**src/rtl/pwrsave_pkg.sv**
```systemverilog
package pwrsave_pkg;
  localparam int MODE_W = 3;
  localparam logic [MODE_W-1:0] MODE_DEEP_NOREF = 3'd3;
  localparam logic [MODE_W-1:0] MODE_DEEP_REF   = 3'd4;

  typedef enum logic [1:0] {
    GRP_CORE = 2'd0,
    GRP_LUT  = 2'd1,
    GRP_DAC  = 2'd2,
    GRP_AUX  = 2'd3
  } reg_grp_e;

  function automatic logic is_deep(input logic [MODE_W-1:0] m);
    return (m == MODE_DEEP_NOREF) || (m == MODE_DEEP_REF);
  endfunction
endpackage

```
**src/rtl/pwrsave_core_gate.sv**
```systemverilog
module pwrsave_core_gate
  import pwrsave_pkg::*;
(
  input  logic              clk,
  input  logic              rst,
  input  logic [MODE_W-1:0] mode,
  input  logic              disp_fetch_req,
  input  logic              cpu_mem_req,
  output logic              disp_fetch_gnt,
  output logic              cpu_mem_gnt,
  output logic              seq_run,
  output logic              refresh_ok
);
  logic deep;
  assign deep = is_deep(mode);

  always_ff @(posedge clk) begin
    if (rst) begin
      disp_fetch_gnt <= 1'b0;
      cpu_mem_gnt    <= 1'b0;
      seq_run        <= 1'b0;
      refresh_ok     <= 1'b0;
    end else begin
      disp_fetch_gnt <= disp_fetch_req & ~deep;
      cpu_mem_gnt    <= cpu_mem_req & ~deep;
      seq_run        <= ~deep;
      refresh_ok     <= (mode != MODE_DEEP_NOREF);
    end
  end


  mem_block_chk: assert property (@(posedge clk) disable iff (rst)
    (!$past(rst) && ($past(mode) == 3'd3 || $past(mode) == 3'd4))
      |-> (!disp_fetch_gnt && !cpu_mem_gnt && !seq_run));


  refresh_keep_chk: assert property (@(posedge clk) disable iff (rst)
    (!$past(rst) && $past(mode) == 3'd4) |-> refresh_ok);
endmodule

```
**src/rtl/pwrsave_io_filter.sv**
```systemverilog
module pwrsave_io_filter
  import pwrsave_pkg::*;
(
  input  logic              clk,
  input  logic              rst,
  input  logic [MODE_W-1:0] mode,
  input  logic              lockout_en,
  input  logic [1:0]        io_grp,
  input  logic              io_rd_req,
  input  logic              io_wr_req,
  output logic              io_rd_gnt,
  output logic              io_wr_gnt
);
  reg_grp_e grp;
  logic     deep;
  logic     allow;

  assign grp  = reg_grp_e'(io_grp);
  assign deep = is_deep(mode);

  always_comb begin
    allow = 1'b1;
    if (deep) begin
      unique case (grp)
        GRP_AUX:  allow = 1'b1;
        GRP_CORE: allow = ~lockout_en;
        GRP_LUT:  allow = 1'b0;
        GRP_DAC:  allow = 1'b0;
        default:  allow = 1'b0;
      endcase
    end
  end

  always_ff @(posedge clk) begin
    if (rst) begin
      io_rd_gnt <= 1'b0;
      io_wr_gnt <= 1'b0;
    end else begin
      io_rd_gnt <= io_rd_req & allow;
      io_wr_gnt <= io_wr_req & allow;
    end
  end


  lut_dac_deny_chk: assert property (@(posedge clk) disable iff (rst)
    (!$past(rst) && ($past(mode) == 3'd3 || $past(mode) == 3'd4)
      && ($past(io_grp) == 2'd1 || $past(io_grp) == 2'd2))
      |-> (!io_rd_gnt && !io_wr_gnt));


  lockout_chk: assert property (@(posedge clk) disable iff (rst)
    (!$past(rst) && ($past(mode) == 3'd3 || $past(mode) == 3'd4)
      && $past(lockout_en) && $past(io_grp) != 2'd3)
      |-> (!io_rd_gnt && !io_wr_gnt));


  normal_pass_chk: assert property (@(posedge clk) disable iff (rst)
    (!$past(rst) && $past(mode) != 3'd3 && $past(mode) != 3'd4)
      |-> (io_rd_gnt == $past(io_rd_req) && io_wr_gnt == $past(io_wr_req)));
endmodule

```
**src/rtl/pwrsave_pad_force.sv**
```systemverilog
module pwrsave_pad_force
  import pwrsave_pkg::*;
#(
  parameter int PANEL_W = 24,
  parameter int CRT_W   = 8
) (
  input  logic               clk,
  input  logic               rst,
  input  logic [MODE_W-1:0]  mode,
  input  logic               crt_en,
  input  logic               panel_hiz,
  input  logic               panel_pwr_n_in,
  input  logic               bias_en_n_in,
  input  logic [PANEL_W-1:0] panel_in,
  input  logic [CRT_W-1:0]   crt_in,
  input  logic               color_rd_n_in,
  input  logic               color_wr_n_in,
  output logic               panel_pwr_n,
  output logic               bias_en_n,
  output logic [PANEL_W-1:0] panel_oe,
  output logic [PANEL_W-1:0] panel_out,
  output logic [CRT_W-1:0]   crt_out,
  output logic               color_rd_n,
  output logic               color_wr_n
);
  logic deep;
  logic crt_force;
  assign deep      = is_deep(mode);
  assign crt_force = deep & crt_en;

  // One registered cell per panel pad: enable and value.
  for (genvar i = 0; i < PANEL_W; i++) begin : g_panel
    always_ff @(posedge clk) begin
      if (rst) begin
        panel_oe[i]  <= 1'b0;
        panel_out[i] <= 1'b0;
      end else begin
        panel_oe[i]  <= ~(deep & panel_hiz);
        panel_out[i] <= panel_in[i] & ~deep;
      end
    end
  end

  // One registered cell per CRT/DAC pad.
  for (genvar j = 0; j < CRT_W; j++) begin : g_crt
    always_ff @(posedge clk) begin
      if (rst) crt_out[j] <= 1'b0;
      else     crt_out[j] <= crt_in[j] & ~crt_force;
    end
  end

  always_ff @(posedge clk) begin
    if (rst) begin
      panel_pwr_n <= 1'b1;
      bias_en_n   <= 1'b1;
      color_rd_n  <= 1'b1;
      color_wr_n  <= 1'b1;
    end else begin
      panel_pwr_n <= panel_pwr_n_in | deep;
      bias_en_n   <= bias_en_n_in | deep;
      color_rd_n  <= color_rd_n_in | crt_force;
      color_wr_n  <= color_wr_n_in | crt_force;
    end
  end


  pwr_high_chk: assert property (@(posedge clk) disable iff (rst)
    (!$past(rst) && ($past(mode) == 3'd3 || $past(mode) == 3'd4))
      |-> (panel_pwr_n && bias_en_n));


  panel_quiet_chk: assert property (@(posedge clk) disable iff (rst)
    (!$past(rst) && ($past(mode) == 3'd3 || $past(mode) == 3'd4))
      |-> (panel_out == '0 && (panel_oe == '0) == $past(panel_hiz)));


  crt_force_chk: assert property (@(posedge clk) disable iff (rst)
    (!$past(rst) && $past(crt_en) && ($past(mode) == 3'd3 || $past(mode) == 3'd4))
      |-> (crt_out == '0 && color_rd_n && color_wr_n));


  crt_pass_chk: assert property (@(posedge clk) disable iff (rst)
    (!$past(rst) && !$past(crt_en)) |-> (crt_out == $past(crt_in)));
endmodule

```
**src/rtl/pwrsave_osc_ctl.sv**
```systemverilog
module pwrsave_osc_ctl
  import pwrsave_pkg::*;
#(
  parameter int NOSC      = 2,
  localparam int OSC_SEL_W = $clog2(NOSC)
) (
  input  logic                 clk,
  input  logic                 rst,
  input  logic [MODE_W-1:0]    mode,
  input  logic                 xtal2_mode,
  input  logic [OSC_SEL_W-1:0] osc_sel,
  output logic [NOSC-1:0]      osc_en
);
  logic stop_sel;
  assign stop_sel = is_deep(mode) & xtal2_mode;

  for (genvar k = 0; k < NOSC; k++) begin : g_osc
    always_ff @(posedge clk) begin
      if (rst) osc_en[k] <= 1'b0;
      else     osc_en[k] <= (osc_sel == OSC_SEL_W'(k)) & ~stop_sel;
    end
  end


  osc_single_chk: assert property (@(posedge clk) disable iff (rst)
    $onehot0(osc_en));


  osc_stop_chk: assert property (@(posedge clk) disable iff (rst)
    (!$past(rst) && $past(xtal2_mode) && ($past(mode) == 3'd3 || $past(mode) == 3'd4))
      |-> (osc_en == '0));
endmodule

```
**src/rtl/pwrsave_gate.sv**
```systemverilog
module pwrsave_gate
  import pwrsave_pkg::*;
#(
  parameter int PANEL_W = 24,
  parameter int CRT_W   = 8,
  parameter int NOSC    = 2
) (
  input  logic                    clk,
  input  logic                    rst,
  input  logic [2:0]              mode,
  input  logic                    crt_en,
  input  logic                    panel_hiz,
  input  logic                    lockout_en,
  input  logic                    xtal2_mode,
  input  logic [$clog2(NOSC)-1:0] osc_sel,
  input  logic                    disp_fetch_req,
  input  logic                    cpu_mem_req,
  input  logic [1:0]              io_grp,
  input  logic                    io_rd_req,
  input  logic                    io_wr_req,
  input  logic                    panel_pwr_n_in,
  input  logic                    bias_en_n_in,
  input  logic [PANEL_W-1:0]      panel_in,
  input  logic [CRT_W-1:0]        crt_in,
  input  logic                    color_rd_n_in,
  input  logic                    color_wr_n_in,
  output logic                    disp_fetch_gnt,
  output logic                    cpu_mem_gnt,
  output logic                    seq_run,
  output logic                    refresh_ok,
  output logic                    io_rd_gnt,
  output logic                    io_wr_gnt,
  output logic                    panel_pwr_n,
  output logic                    bias_en_n,
  output logic [PANEL_W-1:0]      panel_oe,
  output logic [PANEL_W-1:0]      panel_out,
  output logic [CRT_W-1:0]        crt_out,
  output logic                    color_rd_n,
  output logic                    color_wr_n,
  output logic [NOSC-1:0]         osc_en
);
  pwrsave_core_gate u_core (
    .clk, .rst, .mode,
    .disp_fetch_req, .cpu_mem_req,
    .disp_fetch_gnt, .cpu_mem_gnt, .seq_run, .refresh_ok
  );

  pwrsave_io_filter u_io (
    .clk, .rst, .mode, .lockout_en, .io_grp,
    .io_rd_req, .io_wr_req, .io_rd_gnt, .io_wr_gnt
  );

  pwrsave_pad_force #(.PANEL_W(PANEL_W), .CRT_W(CRT_W)) u_pad (
    .clk, .rst, .mode, .crt_en, .panel_hiz,
    .panel_pwr_n_in, .bias_en_n_in, .panel_in, .crt_in,
    .color_rd_n_in, .color_wr_n_in,
    .panel_pwr_n, .bias_en_n, .panel_oe, .panel_out, .crt_out,
    .color_rd_n, .color_wr_n
  );

  pwrsave_osc_ctl #(.NOSC(NOSC)) u_osc (
    .clk, .rst, .mode, .xtal2_mode, .osc_sel, .osc_en
  );
endmodule

```
**config.mk**
```make
export PLATFORM = sky130hd
export DESIGN_NAME = pwrsave_gate
export DESIGN_NICKNAME = d
export VERILOG_FILES = /design/src/rtl/pwrsave_pkg.sv /design/src/rtl/pwrsave_core_gate.sv /design/src/rtl/pwrsave_io_filter.sv /design/src/rtl/pwrsave_pad_force.sv /design/src/rtl/pwrsave_osc_ctl.sv /design/src/rtl/pwrsave_gate.sv
export SDC_FILE = /design/constraint.sdc
export NUM_CORES = 1
export LEC_CHECK = 0
export BUFFER_PORTS_ARGS = -buffer_cell sky130_fd_sc_hd__buf_4
export CELL_PAD_IN_SITES_DETAIL_PLACEMENT = 1
export CELL_PAD_IN_SITES_GLOBAL_PLACEMENT = 1
export CORE_AREA = 2 2 78 80
export DETAILED_ROUTE_END_ITERATION = 16
export DIE_AREA = 0 0 80 82
export PLACE_DENSITY_LB_ADDON = 0.15
export SLEW_MARGIN = 30
export SYNTH_ARGS = -nofsm -noshare
export SYNTH_HDL_FRONTEND = slang
export SYNTH_SLANG_ARGS = --single-unit
```
**constraint.sdc**
```tcl
create_clock -name clk -period 1.5 [get_ports clk]
set_input_delay 0.225 -clock clk [delete_from_list [all_inputs] [get_ports clk]]
set_output_delay 0.225 -clock clk [all_outputs]
set_load 0.01 [all_outputs]
```
== After elaboration in Yosys (flattened, before gate mapping) ==
Index checks and enable logic that the tools add are counted.

* Register bits: 45
* Input port bits: 52
* Output and inout port bits: 68
* Logic and storage cells: 107

* Equality and inequality tests: 6
* Muxes and demuxes: 2
* Bitwise logic cells: 51
* Reductions and logical operators: 3

{| class="wikitable"
|+ Operator list
! operator !! number
|-
| $and 1x1->1 || 41
|-
| $not 1->1 || 6
|-
| $eq 2x2->1 const B || 2
|-
| $or 1x1->1 || 4
|-
| $eq 3x2->1 const B || 1
|-
| $eq 3x3->1 const B || 1
|-
| $ne 3x2->1 const B || 1
|-
| $pmux 1 s3 || 1
|-
| $eq 2x1->1 const B || 1
|-
| $logic_not 2->1 || 1
|-
| $reduce_or 2->1 || 1
|-
| $logic_or 1x1->1 || 1
|-
| $mux 1 || 1
|}

== Longest topological paths before layout ==
* Depth in word-level cells: 5
* Gate-level depth with buffers: 5
* Gate-level depth less buffers: 5

== Cells and area by module ==
Synthesis repeated with hierarchy kept, for this count alone.

* Cell total of the unflattened synthesis: 141
* Area total of the unflattened synthesis: 1725.4 sq um

{| class="wikitable"
|+ Modules (own cells, without submodules)
! module !! times used !! cells an instance !! area an instance (sq um) !! seq. area each (sq um)
|-
| pwrsave_pad_force || 1 || 114 || 1397.6 || 740.7
|-
| pwrsave_core_gate || 1 || 10 || 131.4 || 80.1
|-
| pwrsave_io_filter || 1 || 11 || 106.4 || 40.0
|-
| pwrsave_osc_ctl || 1 || 6 || 90.1 || 40.0
|}

== Least setup slack after synthesis ==
No wires, ideal clock.

* Kind: input to register
* From: input mode[0]
* To: register u_core.cpu_mem_gnt
* Setup time: 0.113 ns
* Arrival time: 1.194 ns
* Required time: 1.387 ns
* Slack: 0.193 ns
* Cell stages on the path: 5
* Path buffers: 2
* Path through: or3b_4 > and3b_4 > buf_6 > buf_6 > and2_4

* Longest elaborated chain between the ends: 4

{| class="wikitable"
|+ RTL lines
! item !! RTL line !! text
|-
| from (decl) || pwrsave_gate.sv:10 || <nowiki>input logic [2:0] mode,</nowiki>
|-
| $eq 3x2->1 / $eq 3x3->1 (equally long branches) || pwrsave_pkg.sv:14 || <nowiki>return (m == MODE_DEEP_NOREF) || (m == MODE_DEEP_REF);</nowiki>
|-
| $logic_or 1x1->1 (*) || pwrsave_pkg.sv:14 ||
|-
| $not 1->1 (*) || pwrsave_core_gate.sv:25 || <nowiki>cpu_mem_gnt <= cpu_mem_req & ~deep;</nowiki>
|-
| $and 1x1->1 (*) || pwrsave_core_gate.sv:25 ||
|-
| to (signal assigned) || pwrsave_core_gate.sv:25 ||
|-
| to (decl) || pwrsave_core_gate.sv:10 || <nowiki>output logic cpu_mem_gnt,</nowiki>
|}

Every way passes the cells marked *; elsewhere a longest branch is shown, timed or not.
A chain may end at the register's enable or synchronous reset.

==> flow_summary.toml <==
[run_status]
status = "complete, no violations"

[logic_synthesis]
ys_ff_latch = 45
syn_area_per_cell_um2 = 11.8
synthArstFlopShare = 0
yosys_warnings = 0
ys_types = 20
synth_area_leaders = "dfxtp_1 (60%), buf_4 (11%), and2_1 (6.7%)"
synth-seq-area-share = 0.600
synth_ff_type = "dfxtp_1"
synthesis.area_um2 = 1500
synth_edf_count = 0
synth_cells = 127
synth_top_area_cell = "dfxtp_1"
synth_most_common_cell = "dfxtp_1"
synth_nets = 180
synthDominantCellAreaShare = 0.600
synth_top_cells_by_count = "dfxtp_1 (45), buf_4 (23), and2_1 (16)"

[timing]
hold_viol = 0
tns_ps = 0
clock.fmax_mhz = 821
slew_viol_final = 0
fin_crit_sh = 0.812
setup_violations = 0
worst_pin_slew_ps = 297
fin_crit_ps = 1220
rsz0062_at_grt = "false"
slew-limit-headroom = 0.802
finalWorstSetupSlack_ps = 282
hold_slack_ps = 101

[setup_path]
crit_required_ps = 1270
worst_path_largest_cell_delay_ps = 310
path_cells = "buf_4 > buf_4"
cp_slowest_cell = "dfxtp_1"
critical_path_buf_inv_count = 2
cpMostUsedCell = "buf_4"
cp-start-kind = "flip-flop"
crit_type = "reg -> out"
path_delay_family = "buffers and inverters"
worstPathArrival_ps = 990
critPathMaxFanout = 24
critPathCaptureType = "output pin"

[final_layout]
diodes = 0
largest_register_ffs = 24
multi_input_area_um2 = 392
regMostFlops = "u_pad.panel_out"
fillers = 679
area_growth_pct = 58.7
finalNonFillerCells = 304
drive_gt1_frac = 0.616
reg_top3 = "u_pad.panel_out x24, u_pad.crt_out x8, u_osc.osc_en x2"
seqCellArea_um2 = 901
layout.nets = 281

[grt]
grt_pass1_vias = 1138
track_usage = 0.109
antenna_found_initial = 0
grt_pass1_wl_mm = 5.43
gr-total-overflow = 0
grt_max_degree = 30

[floorplan]
die_height_um = 82
ios = 120
start_util = 0.262
rows = 28
die_w_um = 80
dieArea_um2 = 6560
core_um2 = 5750

[route]
viasPerCell = 3.80
initialDrtViolationCount = 25
wl_per_cell_um = 11.8
drc_errors = 0
dr_total_vias = 1154
drt_wl_total_mm = 3.58
ant_nets = 0
drt_pass1_iterations = 3

[placed_design]
hpwlAfterDp_mm = 2.79
dp.cells = 296
pre_cts_ws_ps = 140
routabilityCongestion = 0.627
portBuffers = 119

[cts]
clkSinkCount = 45
postCtsSetupRepairBufs = 0
numCtsBuffers = 5
cts_hold_buf = 0
path_clk_slew_ps = 70
cts_tree = "built"
htreeDepth = 2
cts_resized = 0
root_buffer = "clkbuf_8"
clockBufferDepth = 2

[hold_path]
min_path_type = "in -> reg"

[run]
cap_violations = 0

[power_and_ir_drop]
power_density_nw_per_um2 = 1020
leakagePower_nw = 1.18
vdd_drop_max_uv = 409
where the power goes:
group	switching [mW]	total, mW	internal (mW)	leakage [nW]
Combinational	0.172	0.446	0.274	0.762
Clock	0.385	0.708	0.323	0.0450
Sequential	0.0184	1.28	1.27	0.374
through the flow:
step / instance area (um2) / power, mW / utilization
after global placement: 2300 / 1.77 / 0.401
final: 2380 / 2.44 / 0.415
after global routing: 2380 / 2.59 / 0.415
after floorplan: 1500 / 1.54 / -
after detailed placement: 2300 / 1.77 / 0.401
after CTS: 2380 / 2.49 / 0.415
placed cells by master (no fill, tap or decap), types with 2 or more instances in the layout:
cell type,synthesis,final
a21oi_1,3,3
and2_1,16,16
and2_4,10,10
buf_4,23,121
clkbuf_8,0,5
clkinv_2,0,2
dfxtp_1,45,45
inv_1,2,2
nand2b_1,3,3
nor3b_1,10,10
or3_1,2,2
layout make-up:
type | count | share of cell area
Multi-Input combinational cell | 53 | 0.164
Tap cell | 75 | 0.0393
Sequential cell | 45 | 0.378
Clock buffer | 6 | 0.0304
Clock inverter | 2 | 0.00420
Inverter | 2 | 0.00315
Timing Repair Buffer | 121 | 0.381
path summary, 6_finish.rpt:
kind | start | end | depth (start not counted)
worst max-delay path | u_pad.panel_oe[7] | panel_oe[4] | 2
worst min-delay path | osc_sel | u_osc.osc_en[0] | 2
kinds of logic (layout without fill, tap and decap cells):
| group | after synthesis | count (layout) | share of synthesized area |
|---|---|---|---|
| adders and majority gates | 1 | 1 | 0.00833 |
| DFF | 45 | 45 | 0.599 |
| buffers and inverters | 29 | 131 | 0.140 |
| AOI/OAI and AO/OA | 5 | 5 | 0.0225 |
| and+or+nand+nor | 46 | 46 | 0.223 |
| muxes | 1 | 1 | 0.00666 |
per-layer routing:
| layer | GRT usage | routed length [um] | vias to the layer above |
|---|---|---|---|
| li1 | - | - | 577 |
| met1 | 0.126 | 1400 | 499 |
| met2 | 0.172 | 1660 | 72 |
| met3 | 0.0560 | 487 | 6 |
| met4 | 0.0407 | 29 | 0 |
| met5 | 0 | 0 | - |
Power figures use the tool's default switching activity.
